### src/rtl/ramp_pkg.sv
package ramp_pkg;

    typedef enum logic {
        PH_RISE = 1'b0,
        PH_FALL = 1'b1
    } phase_e;

    localparam int unsigned DEF_FALL_RATIO = 10;

    typedef struct packed {
        logic blank;
        logic clk_drv;
        logic clk_oe;
        logic steer;
    } edge_out_t;

    function automatic logic phase_is_fall(input phase_e ph);
        return ph == PH_FALL;
    endfunction

endpackage

### src/rtl/ramp_core.sv
module ramp_core
    import ramp_pkg::*;
#(
    parameter int unsigned RAMP_W     = 12,
    parameter int unsigned STEP_W     = 6,
    parameter int unsigned LO_CODE    = 100,
    parameter int unsigned HI_CODE    = 280,
    parameter int unsigned FALL_RATIO = DEF_FALL_RATIO
) (
    input  logic              clk,
    input  logic              rst,
    input  logic [STEP_W-1:0] rise_step,
    input  logic [STEP_W-1:0] extra_step,
    output logic [RAMP_W-1:0] level,
    output phase_e            phase
);
    localparam int unsigned SUM_W  = STEP_W + 1;
    localparam int unsigned FALL_W = STEP_W + $clog2(FALL_RATIO + 1);
    localparam int unsigned EXT_W  = RAMP_W + 2;
    localparam logic [EXT_W-1:0] LO_EXT = EXT_W'(LO_CODE);
    localparam logic [EXT_W-1:0] HI_EXT = EXT_W'(HI_CODE);

    logic [SUM_W-1:0]  up_step;
    logic [FALL_W-1:0] down_step;
    logic [EXT_W-1:0]  up_sum;
    logic [EXT_W-1:0]  lo_guard;
    logic [EXT_W-1:0]  level_ext;
    logic [RAMP_W-1:0] level_nxt;
    phase_e            phase_nxt;

    assign up_step   = SUM_W'(rise_step) + SUM_W'(extra_step);
    assign down_step = FALL_W'(rise_step) * FALL_W'(FALL_RATIO);
    assign level_ext = EXT_W'(level);
    assign up_sum    = level_ext + EXT_W'(up_step);
    assign lo_guard  = LO_EXT + EXT_W'(down_step);

    always_comb begin
        level_nxt = level;
        phase_nxt = phase;
        unique case (phase)
            PH_RISE: begin
                if (up_step != '0) begin
                    if (up_sum >= HI_EXT) begin
                        level_nxt = RAMP_W'(HI_CODE);
                        phase_nxt = PH_FALL;
                    end else begin
                        level_nxt = up_sum[RAMP_W-1:0];
                    end
                end
            end
            PH_FALL: begin
                if (down_step != '0) begin
                    if (level_ext <= lo_guard) begin
                        level_nxt = RAMP_W'(LO_CODE);
                        phase_nxt = PH_RISE;
                    end else begin
                        level_nxt = level - RAMP_W'(down_step);
                    end
                end
            end
            default: ;
        endcase
    end

    always_ff @(posedge clk) begin
        if (rst) begin
            level <= RAMP_W'(LO_CODE);
            phase <= PH_RISE;
        end else begin
            level <= level_nxt;
            phase <= phase_nxt;
        end
    end

    assert_level_window_R2: assert property (@(posedge clk) disable iff (rst)
        (level >= RAMP_W'(LO_CODE)) && (level <= RAMP_W'(HI_CODE)));

    assert_top_turn_R2: assert property (@(posedge clk) disable iff (rst)
        $rose(phase_is_fall(phase)) |-> level == RAMP_W'(HI_CODE));

    assert_bottom_turn_R3: assert property (@(posedge clk) disable iff (rst)
        $fell(phase_is_fall(phase)) |-> level == RAMP_W'(LO_CODE));

    assert_zero_step_hold_R9: assert property (@(posedge clk) disable iff (rst)
        (phase == PH_RISE && rise_step == '0 && extra_step == '0)
        |=> ($stable(level) && phase == PH_RISE));

endmodule

### src/rtl/ramp_blank.sv
module ramp_blank
    import ramp_pkg::*;
(
    input  logic      clk,
    input  logic      rst,
    input  logic      master_sel,
    input  logic      sync_in,
    input  phase_e    phase,
    output edge_out_t eo
);
    logic sync_q;
    logic blank_d;
    logic steer_q;
    logic blank_now;

    assign blank_now = phase_is_fall(phase) || (!master_sel && sync_q);

    always_ff @(posedge clk) begin
        if (rst) begin
            sync_q  <= 1'b0;
            blank_d <= 1'b0;
            steer_q <= 1'b0;
        end else begin
            sync_q  <= sync_in;
            blank_d <= blank_now;
            if (blank_now && !blank_d) begin
                steer_q <= !steer_q;
            end
        end
    end

    always_comb begin
        eo.blank   = blank_now;
        eo.clk_oe  = master_sel;
        eo.clk_drv = master_sel && phase_is_fall(phase);
        eo.steer   = steer_q;
    end

    assert_steer_after_blank_R7: assert property (@(posedge clk) disable iff (rst)
        !$stable(steer_q) |-> $past(blank_now));

endmodule

### src/rtl/ramp_timebase.sv
module ramp_timebase
    import ramp_pkg::*;
#(
    parameter int unsigned RAMP_W     = 12,
    parameter int unsigned STEP_W     = 6,
    parameter int unsigned LO_CODE    = 100,
    parameter int unsigned HI_CODE    = 280,
    parameter int unsigned FALL_RATIO = DEF_FALL_RATIO
) (
    input  logic              clk,
    input  logic              rst,
    input  logic [STEP_W-1:0] rise_step,
    input  logic [STEP_W-1:0] extra_step,
    input  logic              master_sel,
    input  logic              sync_in,
    output logic [RAMP_W-1:0] ramp_level,
    output logic              fall_phase,
    output logic              blank,
    output logic              sync_out,
    output logic              sync_oe,
    output logic              steer
);
    phase_e    phase;
    edge_out_t eo;

    ramp_core #(
        .RAMP_W    (RAMP_W),
        .STEP_W    (STEP_W),
        .LO_CODE   (LO_CODE),
        .HI_CODE   (HI_CODE),
        .FALL_RATIO(FALL_RATIO)
    ) u_core (
        .clk       (clk),
        .rst       (rst),
        .rise_step (rise_step),
        .extra_step(extra_step),
        .level     (ramp_level),
        .phase     (phase)
    );

    ramp_blank u_blank (
        .clk       (clk),
        .rst       (rst),
        .master_sel(master_sel),
        .sync_in   (sync_in),
        .phase     (phase),
        .eo        (eo)
    );

    assign fall_phase = phase_is_fall(phase);
    assign blank      = eo.blank;
    assign sync_out   = eo.clk_drv;
    assign sync_oe    = eo.clk_oe;
    assign steer      = eo.steer;

    assert_fall_blanks_R4: assert property (@(posedge clk) disable iff (rst)
        fall_phase |-> blank);

    assert_pin_inside_fall_R5: assert property (@(posedge clk) disable iff (rst)
        sync_out |-> (fall_phase && sync_oe));

    assert_slave_pin_quiet_R6: assert property (@(posedge clk) disable iff (rst)
        !sync_oe |-> !sync_out);

endmodule

### config.mk
export PLATFORM = sky130hd
export DESIGN_NAME = ramp_timebase
export DESIGN_NICKNAME = d
export VERILOG_FILES = /design/src/rtl/ramp_pkg.sv /design/src/rtl/ramp_core.sv /design/src/rtl/ramp_blank.sv /design/src/rtl/ramp_timebase.sv
export SDC_FILE = /design/constraint.sdc
export NUM_CORES = 1
export LEC_CHECK = 0
export BUFFER_PORTS_ARGS = -buffer_cell sky130_fd_sc_hd__buf_2
export CORE_ASPECT_RATIO = 0.9
export CORE_MARGIN = 5
export CORE_UTILIZATION = 45
export DETAILED_ROUTE_END_ITERATION = 7
export GPL_TIMING_DRIVEN = 0
export PLACE_DENSITY = 0.73
export SYNTH_ARGS = -nofsm -noshare
export SYNTH_HDL_FRONTEND = slang
export SYNTH_SLANG_ARGS = --single-unit
export TNS_END_PERCENT = 20
### constraint.sdc
create_clock -name clk -period 4 [get_ports clk]
set_input_delay 0.8 -clock clk [delete_from_list [all_inputs] [get_ports clk]]
set_output_delay 0.8 -clock clk [all_outputs]
set_load 0.01 [all_outputs]
== Word-level counts from Yosys, hierarchy flattened ==
Index checks and enable logic that the tools add are counted.

* $add $sub $neg: 4
* Order comparisons: 2
* Eq/ne operators: 2
* Reductions and logical operators: 10
* Bitwise operators: 1
* Muxes and demuxes: 10
* Multipliers: 1

{| class="wikitable"
|+ Operator list
! kind !! count
|-
| 12-bit two-way mux || 4
|-
| 12-bit one-hot mux with 2 select lines || 1
|-
| 14-bit by 9-bit greater-or-equal comparator with 1-bit output, second input constant || 1
|-
| 12-bit by 14-bit <= comparator with 1-bit output || 1
|-
| 12-bit by 7-bit adder with 13-bit output || 1
|-
| 12-bit by 10-bit subtractor with 12-bit output || 1
|-
| 7-bit by 10-bit adder with 11-bit output, first input constant || 1
|-
| 10-bit nonzero test || 1
|-
| 6-bit by 3-bit multiplier with 9-bit output, second input constant || 1
|-
| 6-bit by 6-bit adder with 7-bit output || 1
|-
| 7-bit nonzero test || 1
|-
| 1-bit two-way mux || 4
|-
| 1-bit logical AND || 3
|-
| 1-bit logical NOT || 3
|-
| 2-bit by 1-bit inequality test with 1-bit output, second input constant || 1
|-
| 2-bit inequality test, second input constant || 1
|-
| 1-bit one-hot mux with 2 select lines || 1
|-
| 2-bit AND reduction || 1
|-
| 1-bit logical OR || 1
|-
| 1-bit inverter || 1
|}

* Output and inout bits: 17
* Register bits after elaboration: 16
* Input port bits: 16

== Logic depth before layout (Yosys ltp) ==
Gate-level depths: netlist (run 1).

* Depth in word-level cells: 6
* Depth in mapped cells: 16
* Mapped depth without buffers: 15

== Cells and area by module ==
From an unflattened synthesis (run 1), not the netlist that was laid out.

* Cell total of the unflattened synthesis: 318
* Area, all modules: 2,536.2 µm²

{| class="wikitable"
|+ Modules (own cells, without submodules)
! module !! area each (µm²) !! times used !! cells each !! seq. area each (µm²)
|-
| ramp_core || 2,377.3 || 1 || 302 || 260.2
|-
| ramp_blank || 158.9 || 1 || 16 || 60.1
|}

== Worst setup path before layout (run 1) ==
Ideal clock, no wire load.

* Path type: input port to flip-flop
* Start point: input port rise_step[1]
* End point: register u_core.level[0]
* Setup time: 0.116 ns
* Setup slack: -0.198 ns
* Required time: 3.884 ns
* Buffers on the path: 1
* Cell stages on the path: 15
* Arrival: 4.082 ns
* Path through: ha_1 ha_1 fa_1 a21o_1 a21oi_1 xnor2_1 a21oi_1 ha_1 a21oi_1 o21ai_0 a211o_1 o21ai_0 clkbuf_1 a21oi_1 a31o_2

* Word-level cells in the longest chain between the ends: 6
* Elaborated cells between the ends (all ways): 16
* Those cells by class: 3 x add/sub; 1 x mul; 2 x order compare; 2 x eq/ne; 5 x mux; 3 x reduce/logical

{| class="wikitable"
|+ Ends and longest elaborated chain
! element !! line !! source
|-
| start: declaration || ramp_timebase.sv:12 || <nowiki>input logic [STEP_W-1:0] rise_step,</nowiki>
|-
| 6-bit by 3-bit multiplier with 9-bit output or 6-bit by 6-bit adder with 7-bit output (tied branches) || ramp_core.sv:32, ramp_core.sv:31 ||
|-
| 7-bit by 10-bit adder with 11-bit output or 12-bit by 7-bit adder with 13-bit output (tied branches) || ramp_core.sv:35, ramp_core.sv:34 ||
|-
| 12-bit by 14-bit <= comparator with 1-bit output or 14-bit by 9-bit greater-or-equal comparator with 1-bit output (tied branches) || ramp_core.sv:53, ramp_core.sv:43 ||
|-
| 12-bit two-way mux, on equally long branches || ramp_core.sv:53, ramp_core.sv:43 ||
|-
| 12-bit two-way mux, on equally long branches || ramp_core.sv:52, ramp_core.sv:42 ||
|-
| 12-bit one-hot mux with 2 select lines || ramp_core.sv:40 || <nowiki>unique case (phase)</nowiki>
|-
| end signal: assignment || ramp_core.sv:67 || <nowiki>level <= RAMP_W'(LO_CODE);</nowiki>
|-
| end signal: assignment || ramp_core.sv:70 || <nowiki>level <= level_nxt;</nowiki>
|-
| end: declaration || ramp_core.sv:14 || <nowiki>output logic [RAMP_W-1:0] level,</nowiki>
|}

Parallel ways exist; a longest one is shown, timed or not. The select of a mux whose other input is x is not followed.
A chain may end at the register's enable or synchronous reset.

== Worst setup path after layout (run 1) ==
* Start point: input port rise_step[0]
* End point: register u_core.level[1]

Same word-level chain as after synthesis.

==> results.md, run 1 <==
- Crit path capture type: flop
- Max_cap viols: 0
- HPWL after DPL: 5.047 mm
- Ratio of cells with drive above 1 in the final layout: 26.88%
- Synthesized cell area: 2337 um2
- Via density per instance: 5.922
- Die footprint: 6737 um2
- Layout fillers: 446
- Post-synth EDFFs: 0
- Comb power frac: 75.3%
- Tightest Pin Transition: 0.7341 ns
- Max Slew Vio Count: 0
- Synth Warn #: 0
- Ant diodes: 0
- Most frequent CP cell: xnor2_1
- Worst-path cell chain: buf_2, ha_1, fa_1, a21o_1, a21oi_2, xnor2_1, ha_2, and3_1, a221oi_2, xnor2_1, a21oi_1, a31oi_2, o32a_1, a211oi_2
- Final Hold Vio Count: 0
- Ys flop type: dfxtp_1
- Syn Inst Count: 299
- Maximum clock rate: 0.2546 GHz
- Final Util: 60.96%
- Post-synthesis sequential area ratio: 13.70%
- H-tree depth: 1
- Die width: 85.97 um
- CTS Root Cell: clkbuf_8
- Worst-path clk slew: 0.07 ns
- Most used routing layer in global routing: met2
- Final global-route overflow total: 0
- Antenna violations before repair: 0
- Worst Hold Launch: u_blank.steer_q
- GR Layer Usage met3: 2.723%
- NetSw: 859.5 uW
- CTS Sinks: 16
- Crit Path Max Fanout: 5
- Vias in the first global route: 2309
- DRT Wirelength: 6.734 mm
- Internal power: 897.3 uW
- Num rows: 24
- Worst r2r src: u_core.level[0]
- Clk_lat worst skew: 0.25 ns
- CORE AREA: 4955 um2
- Setup violators final: 0
- FF-to-FF path depth: 9
- Reg2Reg Setup Slack: 1.21 ns
- Placer Congestion: 0.9480
- CTS tree: done
- WL/cell: 16.38 um
- Pin count of the biggest net entering global routing: 11
- #FFs+latches synth: 16
- Sw Ratio: 48.92%
- Synthesized area per cell: 7.817 um2
- Final min period: 3.927 ns
- Post-cts hold buffer count: 0
- GRT met2 Usage: 31.97%
- Net total in the final layout: 408
- Post-Syn Nets: 360
- HP Class: flop to flop
- Hold Path Cell Cnt: 2
- WP data arrival: 4.09 ns
- Clock power frac: 8.2%
- Antenna Nets Post-Route: 0
- PortBufs: 31
- Pleak: 1.336 nW
- Critical-path top delay cell: fa_1
- Area occupied by registers: 320.3 um2
- Worst Setup SP: rise_step[0]
- Post-synth top area cell: ha_1
- Fraction of registers with async set/reset: 0%
- Max incr delay on CP: 0.40 ns
- GR Util All Layers: 19.61%
- CP top delay family: compound AO/OA/AOI/OAI gates
- Register share of total power: 16.5%
- Crit path kind: primary input to flop
- Initial DRC Count: 176
- CTS Buf Count: 3
- Startpoint Class: primary input
- GRT met1 Usage: 27.69%
- RSZ-0062 raised after global routing: true
- Synth area leaders: ha_1 22%, dfxtp_1 14%, a21oi_1 6.9%
- Fin worst setup slack: 0.07273 ns
- Area occupied by multi-input gates: 2158 um2
- First-pass GRT wire length: 10.94 mm
- WHS Endpoint: u_blank.steer_q
- Clock skew: 0.003175 ns
- Power Dens Cells: 581.6 nW/um2
- Starting Density: 47.17%
- Worst VDD drop: 0.0004324 V
- Max clock buf depth: 2
- Area grow syn2layout: 29.23%
- Die Span Y: 78.37 um
- Critical path buffers and inverters: 1
- Crit path required time: 4.17 ns
- Top Ports: 33
- Top cell type's share of synthesized area: 21.95%
- Crit share post-route: 98.18%
- Relative slew slack: 50.88%
- Synth cell types: 55
- Initial DRT Pass Iterations: 4
- DP Worst Slack: -0.5802 ns
- Routed vias: 2434
- DRC violations left: 0
- Status: completed
- RR Endpoint: u_core.level[1]
==> stage by stage <==
step	hold WS [ns]	total power, mW	instances	TNS (ns)	instance area [um2]
3_3_place_gp	0.4646	1.367	395	-5.964	2579
6_report	0.4980	1.757	411	0	3020
3_5_place_dp	0.4869	1.388	395	-6.183	2579
5_1_grt	0.5067	1.923	411	-0.1939	3020
4_1_cts	0.4960	1.593	402	0	2740
2_1_floorplan	0.4786	1.112	299	0	2342
==> worst min-delay path: cells and delay by family (launching register included) <==
kind	cells	cell delay (ns)
AOI/OAI and AO/OA	2	0.13
DFF	1	0.32
==> logic make-up after synthesis <==
logic type	Yosys count	synth area share (%)
compound gates	99	28.00
buf+inv	27	4.550
xor+xnor	19	7.120
simple gates	92	21.09
fa+ha+maj	45	25.37
other cells	1	0.1604
flops	16	13.70
==> worst max path at each step <==
| stage | end | slack, ns | cells past startpoint |
|---|---|---|---|
| after detailed placement | u_core.level[0] | -0.58 | 16 |
| after floorplan | u_core.level[0] | 0.04 | 15 |
| after CTS | u_core.level[1] | 0.006 | 14 |
| final | u_core.level[1] | 0.07 | 14 |
| after global routing | u_core.level[8] | -0.07 | 16 |
| after global placement | u_core.level[0] | -0.58 | 16 |
==> power groups by stage <==
stage	clock network (mW)	logic, mW	registers, mW
3_5_place_dp	0	1.10	0.292
2_1_floorplan	0	0.829	0.283
4_1_cts	0.147	1.16	0.288
6_report	0.144	1.32	0.290
5_1_grt	0.156	1.47	0.297
3_3_place_gp	0	1.08	0.291
==> per-layer routing <==
metal	routed length [um]	vias to the layer above
met4	109	0
met2	3172	83
met5	0	-
met1	3029	1136
met3	423	10
li1	-	1205
==> what timing repair did <==
item                                    CTS  global route
resized for setup                        19            36
endpoints found under the setup margin   12            13
buffers inserted                          3             8
gates cloned                              0             1
pin swaps                                10            22
==> flip-flops by register name, summed over array words and instances, names as in the netlist <==
signal and count:
u_core.phase 1, u_blank.sync_q 1, u_blank.blank_d 1, u_core.level 12, u_blank.steer_q 1
==> area by class of cell <==
type                            count  share of cell area [%]
Timing Repair Buffer               43                   9.528
Multi-Input combinational cell    256                   71.46
Buffer                              6                   1.284
Sequential cell                    16                   10.60
Tap cell                           65                   2.693
Clock buffer                        4                   1.823
Inverter                           21                   2.610
==> cell usage after synthesis, types with 6 or more instances <==
master and n:
xnor2_1 14, nand2_1 11, a211oi_1 9, nand3_1 8, dfxtp_1 16, a21oi_1 32, ha_1 41, o21ai_1 6
nor3_1 9, o21ai_0 12, a21o_1 6, inv_1 21, nor2_1 28
==> layout by cell type (no fill, tap or decap), types with 4 or more instances in the layout <==
cell,instances
a211oi_1,5
a21o_1,6
a21oi_1,25
a21oi_2,7
and3_1,4
buf_2,30
buf_4,12
clkbuf_8,4
dfxtp_1,16
ha_1,35
ha_4,4
inv_1,21
nand2_1,10
nand2b_1,4
nand3_1,8
nor2_1,26
nor2b_1,5
nor3_1,8
o21a_1,4
o21ai_0,10
o21ai_1,6
xnor2_1,12
Power figures use the tool's default switching activity.
==> inputs of run 2 (changes only) <==
--- a/config.mk
+++ b/config.mk
@@ -12,6 +12,7 @@
 export DETAILED_ROUTE_END_ITERATION = 7
 export GPL_TIMING_DRIVEN = 0
 export PLACE_DENSITY = 0.73
+export SETUP_SLACK_MARGIN = 0.2
 export SYNTH_ARGS = -nofsm -noshare
 export SYNTH_HDL_FRONTEND = slang
 export SYNTH_SLANG_ARGS = --single-unit
==> run 2 against run 1 <==
Final cell count rose by 0.49%. Worst hold slack got worse by 0.0095 ns. Non-clock buffer count rose by 2. Critical endpoint is now u_core.level[3].
==> results.md, run 2 (synthesized netlist as in run 1, its figures left out) <==
- Setup TNS: 0 ns (unchanged)
- Most frequent CP cell: ha_4 (was xnor2_1)
- Ant diodes: 0 (unchanged)
- Max Slew Vio Count: 0 (unchanged)
- Fin worst setup slack: 0.1662 ns (was 0.07273 ns)
- Die width: 85.97 um (unchanged)
- DP Worst Slack: -0.4897 ns (was -0.5802 ns)
- Max_cap viols: 0 (unchanged)
- Placed inst area: 2605 um2 (was 2579 um2)
- CTS tree: done (unchanged)
- Max incr delay on CP: 0.40 ns (about the same)
- Status: completed (unchanged)
- RSZ-0062 raised after global routing: true (unchanged)
- Worst-path cell chain: buf_6, ha_4, ha_4, fa_2, a21o_1, a21oi_2, xnor2_2, xnor2_1, ha_1, nand3_2, nor2_4, o31a_1, o21ai_4, or3_4, a31o_2, a211oi_2 (was buf_2, ha_1, fa_1, a21o_1, a21oi_2, xnor2_1, ha_2, and3_1, a221oi_2, xnor2_1, a21oi_1, a31oi_2, o32a_1, a211oi_2)
- DRT Wirelength: 6.986 mm (was 6.734 mm)
- Power Dens Cells: 596.7 nW/um2 (was 581.6 nW/um2)
- Final min period: 3.834 ns (was 3.927 ns)
- CTS Root Cell: clkbuf_8 (unchanged)
- Largest register FFs: 12 (unchanged)
- Crit path capture type: flop (unchanged)
- Setup violators final: 0 (unchanged)
- HPWL after DPL: 5.105 mm (was 5.047 mm)
- Starting Density: 47.17% (unchanged)
- CTS Sinks: 16 (unchanged)
- Vias in the first global route: 2392 (was 2309)
- Critical path buffers and inverters: 1 (unchanged)
- Net total in the final layout: 410 (was 408)
- Critical-path top delay cell: or3_4 (was fa_1)
- Post-route total power: 1.913 mW (was 1.757 mW)
- Worst-path clk slew: 0.07 ns (about the same)
- Ratio of cells with drive above 1 in the final layout: 35.06% (was 26.88%)
- Die footprint: 6737 um2 (unchanged)
- WP data arrival: 4.02 ns (was 4.09 ns)
- Crit path kind: primary input to flop (unchanged)
- First-pass GRT wire length: 11.14 mm (was 10.94 mm)
- Final Hold Vio Count: 0 (unchanged)
- Reg2Reg Setup Slack: 1.18 ns (was 1.21 ns)
- Routed vias: 2449 (was 2434)
- Post-cts hold buffer count: 0 (unchanged)
- Startpoint Class: primary input (unchanged)
- Initial DRC Count: 145 (was 176)
- Top Ports: 33 (unchanged)
- Initial DRT Pass Iterations: 4 (unchanged)
- Biggest register: u_core.level (unchanged)
- Antenna violations before repair: 0 (unchanged)
- Crit share post-route: 95.85% (was 98.18%)
- Clk_lat worst skew: 0.26 ns (was 0.25 ns)
- Die Span Y: 78.37 um (unchanged)
- Placer Congestion: 0.9322 (was 0.9480)
- H-tree depth: 1 (unchanged)
- Area grow syn2layout: 37.15% (was 29.23%)
- Tightest Pin Transition: 0.7426 ns (was 0.7341 ns)
- DRC violations left: 0 (unchanged)
- WL/cell: 16.92 um (was 16.38 um)
- Final global-route overflow total: 0 (unchanged)
- Crit Path Max Fanout: 5 (unchanged)
- Antenna Nets Post-Route: 0 (unchanged)
- CORE AREA: 4955 um2 (unchanged)
- Pleak: 1.361 nW (was 1.336 nW)
- Most frequent cells in the layout: 30 x buf_2, 30 x ha_1, 23 x nor2_1 (was 35 x ha_1, 30 x buf_2, 26 x nor2_1)
- Maximum clock rate: 0.2608 GHz (was 0.2546 GHz)
- Final Util: 64.70% (was 60.96%)
- HP Class: flop to flop (unchanged)
- Max clock buf depth: 2 (unchanged)
- PortBufs: 31 (unchanged)
- Relative slew slack: 50.31% (was 50.88%)
- CTS Buf Count: 3 (unchanged)
- Worst VDD drop: 0.0002932 V (was 0.0004324 V)
- Via density per instance: 5.930 (was 5.922)
- Num rows: 24 (unchanged)
- CP top delay family: adder cells (was compound AO/OA/AOI/OAI gates)
- Pin count of the biggest net entering global routing: 11 (unchanged)
- Final Cell Area: 3206 um2 (was 3020 um2)
- Clock skew: 0.0008538 ns (was 0.003175 ns)
- GR Util All Layers: 20.29% (was 19.61%)
- Crit path required time: 4.18 ns (was 4.17 ns)
-- run 2: cell types whose count changed in the layout (fill, tap and decap cells not counted), moves of 3 or more --
cell     previous run  this run
a21oi_1            25        20
buf_6               0         3
nand3_1             8         5
nor2_1             26        23
ha_4                4         8
ha_1               35        30
a21oi_2             7        11
nor2_2              0         3
nand3_2             0         3
-- run 2: timing repair --
action	4_1_cts	5_1_grt
gates cloned	1	0
setup endpoints to repair	13	13
endpoints found under the hold margin	0	0
pin swaps	22	38
setup buffers	10	3
resized for setup	35	47
-- run 2: final timing paths --
path	start	to	cells after the start
hold reg to reg	u_blank.steer_q	u_blank.steer_q	2
setup / recovery	rise_step[3]	u_core.level[3]	16
setup reg to reg	u_core.level[0]	u_core.level[1]	9
hold / removal	u_blank.steer_q	u_blank.steer_q	2
-- run 2: power breakdown --
group          total [mW]  switching, mW  internal, mW
registers           0.290         0.0812         0.209
clock network       0.151         0.0632        0.0876
logic                1.47          0.789         0.683
-- run 2: layout make-up --
class                   instances  area [um2]
plain buffers                   6       38.79
well taps                      65       81.33
multi-input cells             256        2347
fillers                       424        1749
flip-flops and latches         16       320.3
clock buffers                   4       55.05
repair buffers                 45       284.0
inverters                      21       78.83
-- run 2: stage by stage --
| step | instances | hold slack, ns |
|---|---|---|
| 2_1_floorplan | 299 | 0.4786 |
| 3_3_place_gp | 395 | 0.4689 |
| 3_5_place_dp | 395 | 0.4845 |
| 4_1_cts | 410 | 0.4937 |
| 5_1_grt | 413 | 0.5248 |
| 6_report | 413 | 0.4885 |
-- run 2: worst reg2reg max path: stages (launching register included) --
cell and delay (ns):
dfxtp_1 0.37, ha_1 0.25, fa_1 0.42, a211oi_2 0.36
o21bai_1 0.13, a21oi_1 0.19, xor2_1 0.31, a31oi_4 0.17
o32a_1 0.38, a211oi_2 0.17
-- run 2: metal layers --
metal | vias up | track usage [%] | wire (um)
li1 | 1212 | - | -
met1 | 1154 | 26.72 | 3108
met2 | 71 | 34.82 | 3420
met3 | 12 | 3.979 | 373
met4 | 0 | 3.165 | 83
met5 | - | 0 | 0
==> inputs of run 3 (changes only) <==
--- a/config.mk
+++ b/config.mk
@@ -8,10 +8,12 @@
 export BUFFER_PORTS_ARGS = -buffer_cell sky130_fd_sc_hd__buf_2
 export CORE_ASPECT_RATIO = 0.9
 export CORE_MARGIN = 5
-export CORE_UTILIZATION = 45
+export CORE_UTILIZATION = 30
+export CTS_CLUSTER_SIZE = 20
 export DETAILED_ROUTE_END_ITERATION = 7
 export GPL_TIMING_DRIVEN = 0
-export PLACE_DENSITY = 0.73
+export PLACE_DENSITY = 0.54
+export REMOVE_ABC_BUFFERS = 1
 export SETUP_SLACK_MARGIN = 0.2
 export SYNTH_ARGS = -nofsm -noshare
 export SYNTH_HDL_FRONTEND = slang
==> run 3 against run 2 <==
Global-route usage fell by 6.0 points. Non-clock buffer count is 2 higher. Sequential power up 4%. Combinational power shrank 3%. Sequential share of layout area about the same. Worst setup slack improved by 0.041 ns. Final area is 0.12% higher. Critical endpoint is now u_core.level[7].
==> results.md, run 3 (synthesized netlist as in run 1, its figures left out) <==
- WHS Endpoint: u_blank.steer_q (unchanged)
- GR Util All Layers: 14.30% (was 20.29%)
- Max incr delay on CP: 0.38 ns (was 0.40 ns)
- Net total in the final layout: 412 (was 410)
- Ratio of cells with drive above 1 in the final layout: 34.96% (was 35.06%)
- Critical path buffers and inverters: 2 (was 1)
- Crit path required time: 4.14 ns (was 4.18 ns)
- Clock skew: 0.004160 ns (was 0.0008538 ns)
- Final Cell Area: 3209 um2 (was 3206 um2)
- Power Dens Cells: 576.9 nW/um2 (was 596.7 nW/um2)
- DRT Wirelength: 7.039 mm (was 6.986 mm)
- Sw Ratio: 49.07% (was 48.80%)
- Crit Path Max Fanout: 5 (unchanged)
- Register share of total power: 16.3% (was 15.2%)
- Antenna violations before repair: 0 (unchanged)
- Max clock buf depth: 2 (unchanged)
- Starting Density: 30.83% (was 47.17%)
- Largest register FFs: 12 (unchanged)
- Internal power: 943.0 uW (was 979.3 uW)
- Crit path kind: primary input to flop (unchanged)
- Crit path capture type: flop (unchanged)
- Tightest Pin Transition: 0.7524 ns (was 0.7426 ns)
- WP data arrival: 3.93 ns (was 4.02 ns)
- Die width: 103.0 um (was 85.97 um)
- Fin Hold WS: 0.4936 ns (was 0.4885 ns)
- Num rows: 30 (was 24)
- Ant diodes: 0 (unchanged)
- Worst Hold Launch: u_blank.steer_q (unchanged)
- Setup violators final: 0 (unchanged)
- CTS tree: done (unchanged)
- WL/cell: 15.82 um (was 16.92 um)
- Final Hold Vio Count: 0 (unchanged)
- Crit share post-route: 94.83% (was 95.85%)
- Routed vias: 2383 (was 2449)
- Placed Cells: 422 (was 395)
- H-tree depth: 1 (unchanged)
- Most frequent cells in the layout: 31 x ha_1, 29 x buf_2, 23 x nor2_1 (was 30 x buf_2, 30 x ha_1, 23 x nor2_1)
- Critical-path top delay cell: fa_2 (was or3_4)
- Worst-path clk slew: 0.07 ns (about the same)
- DRC violations left: 0 (unchanged)
- RSZ-0062 raised after global routing: true (unchanged)
- Setup TNS: 0 ns (unchanged)
- Final global-route overflow total: 0 (unchanged)
- Max Slew Vio Count: 0 (unchanged)
- Area grow syn2layout: 37.31% (was 37.15%)
- Final Util: 42.33% (was 64.70%)
- CTS Sinks: 16 (unchanged)
- First-pass GRT wire length: 11.03 mm (was 11.14 mm)
- FF-to-FF path depth: 9 (unchanged)
- CTS Root Cell: clkbuf_8 (unchanged)
- Hold Path Cell Cnt: 2 (unchanged)
- Initial DRT Pass Iterations: 4 (unchanged)
- Comb power frac: 76.7% (was 76.9%)
- CORE AREA: 7582 um2 (was 4955 um2)
- DP Worst Slack: -0.8207 ns (was -0.4897 ns)
- Clock power frac: 6.9% (was 7.9%)
- HP Class: flop to flop (unchanged)
- Most common cell after layout, fill and taps aside: ha_1
- Worst-path cell chain: buf_8, ha_4, ha_4, fa_2, a21o_1, a21oi_2, xnor2_2, xnor2_1, ha_1, nand2_1, o21ai_1, a211o_1, o21ai_4, buf_6, nor3_2, a211oi_1, nor3_1 (was buf_6, ha_4, ha_4, fa_2, a21o_1, a21oi_2, xnor2_2, xnor2_1, ha_1, nand3_2, nor2_4, o31a_1, o21ai_4, or3_4, a31o_2, a211oi_2)
- Via density per instance: 5.355 (was 5.930)
- Reg2Reg Setup Slack: 1.15 ns (was 1.18 ns)
- Maximum clock rate: 0.2636 GHz (was 0.2608 GHz)
- Clk_lat worst skew: 0.26 ns (about the same)
- Initial DRC Count: 73 (was 145)
- PortBufs: 32 (was 31)
- NetSw: 908.4 uW (was 933.5 uW)
- Pin count of the biggest net entering global routing: 18 (was 11)
- HPWL after DPL: 5.367 mm (was 5.105 mm)
- Vias in the first global route: 2203 (was 2392)
- Placer Congestion: 0.8178 (was 0.9322)
- Pleak: 1.371 nW (was 1.361 nW)
- Startpoint Class: primary input (unchanged)
- Worst r2r src: u_core.level[0] (unchanged)
- Top Ports: 33 (unchanged)
- Most frequent CP cell: ha_4 (unchanged)
- Placed inst area: 2597 um2 (was 2605 um2)
- CP top delay family: compound AO/OA/AOI/OAI gates (was adder cells)
- Final min period: 3.793 ns (was 3.834 ns)
- Max_cap viols: 0 (unchanged)
- Worst VDD drop: 0.0001848 V (was 0.0002932 V)
- Post-route total power: 1.851 mW (was 1.913 mW)
- Relative slew slack: 49.66% (was 50.31%)
- Finished Layout Cells: 445 (was 413)
- Biggest register: u_core.level (unchanged)
- Antenna Nets Post-Route: 0 (unchanged)
- Fin worst setup slack: 0.2069 ns (was 0.1662 ns)
- Die footprint: 9658 um2 (was 6737 um2)
- Status: completed (unchanged)
- RR Endpoint: u_core.level[1] (unchanged)
- Die Span Y: 93.74 um (was 78.37 um)
- CTS Buf Count: 3 (unchanged)
==> run 3: worst max-delay path by stage <==
stage,depth (start not counted),from,endpoint,slack [ns]
after CTS,14,rise_step[0],u_core.level[1],0.17
final,17,rise_step[3],u_core.level[7],0.21
after global placement,16,rise_step[1],u_core.level[3],-1.58
after floorplan,15,rise_step[1],u_core.level[3],-0.50
after global routing,16,rise_step[0],u_core.level[8],0.04
after detailed placement,17,rise_step[1],u_core.level[7],-0.82
==> run 3: final cells by class <==
type | instances | area (um2)
Clock buffer | 3 | 41.29
Fill cell | 787 | 4373
Inverter | 21 | 78.83
Multi-Input combinational cell | 256 | 2292
Sequential cell | 16 | 320.3
Tap cell | 96 | 120.1
Timing Repair Buffer | 53 | 356.6
==> run 3: worst reg2reg max path, stage by stage (launching register included) <==
cell,delay (ns)
dfxtp_1,0.35
ha_1,0.25
fa_1,0.43
a211oi_2,0.34
o21bai_1,0.13
a21oi_1,0.20
xor2_1,0.33
a31oi_4,0.16
o32a_1,0.36
a211oi_1,0.22
==> run 3: repair_timing <==
| action | 4_1_cts | 5_1_grt |
|---|---|---|
| buffers inserted | 11 | 8 |
| hold buffers | 0 | 0 |
| resized for setup | 29 | 53 |
| cloned | 0 | 1 |
| pin swaps | 21 | 37 |
| setup endpoints to repair | 13 | 13 |
==> run 3: metal layers <==
metal  GRT usage, %  share of wire [%]
met1          20.19                 49
met2          23.40                 47
met3          2.227                4.1
met4          1.834               0.27
met5              0                  0
==> run 3: power groups by stage <==
stage	logic [mW]	registers [mW]	clock network, mW
2_1_floorplan	0.813	0.291	0
3_3_place_gp	1.06	0.300	0
3_5_place_dp	1.08	0.302	0
4_1_cts	1.22	0.298	0.132
5_1_grt	1.57	0.312	0.140
6_report	1.42	0.303	0.128
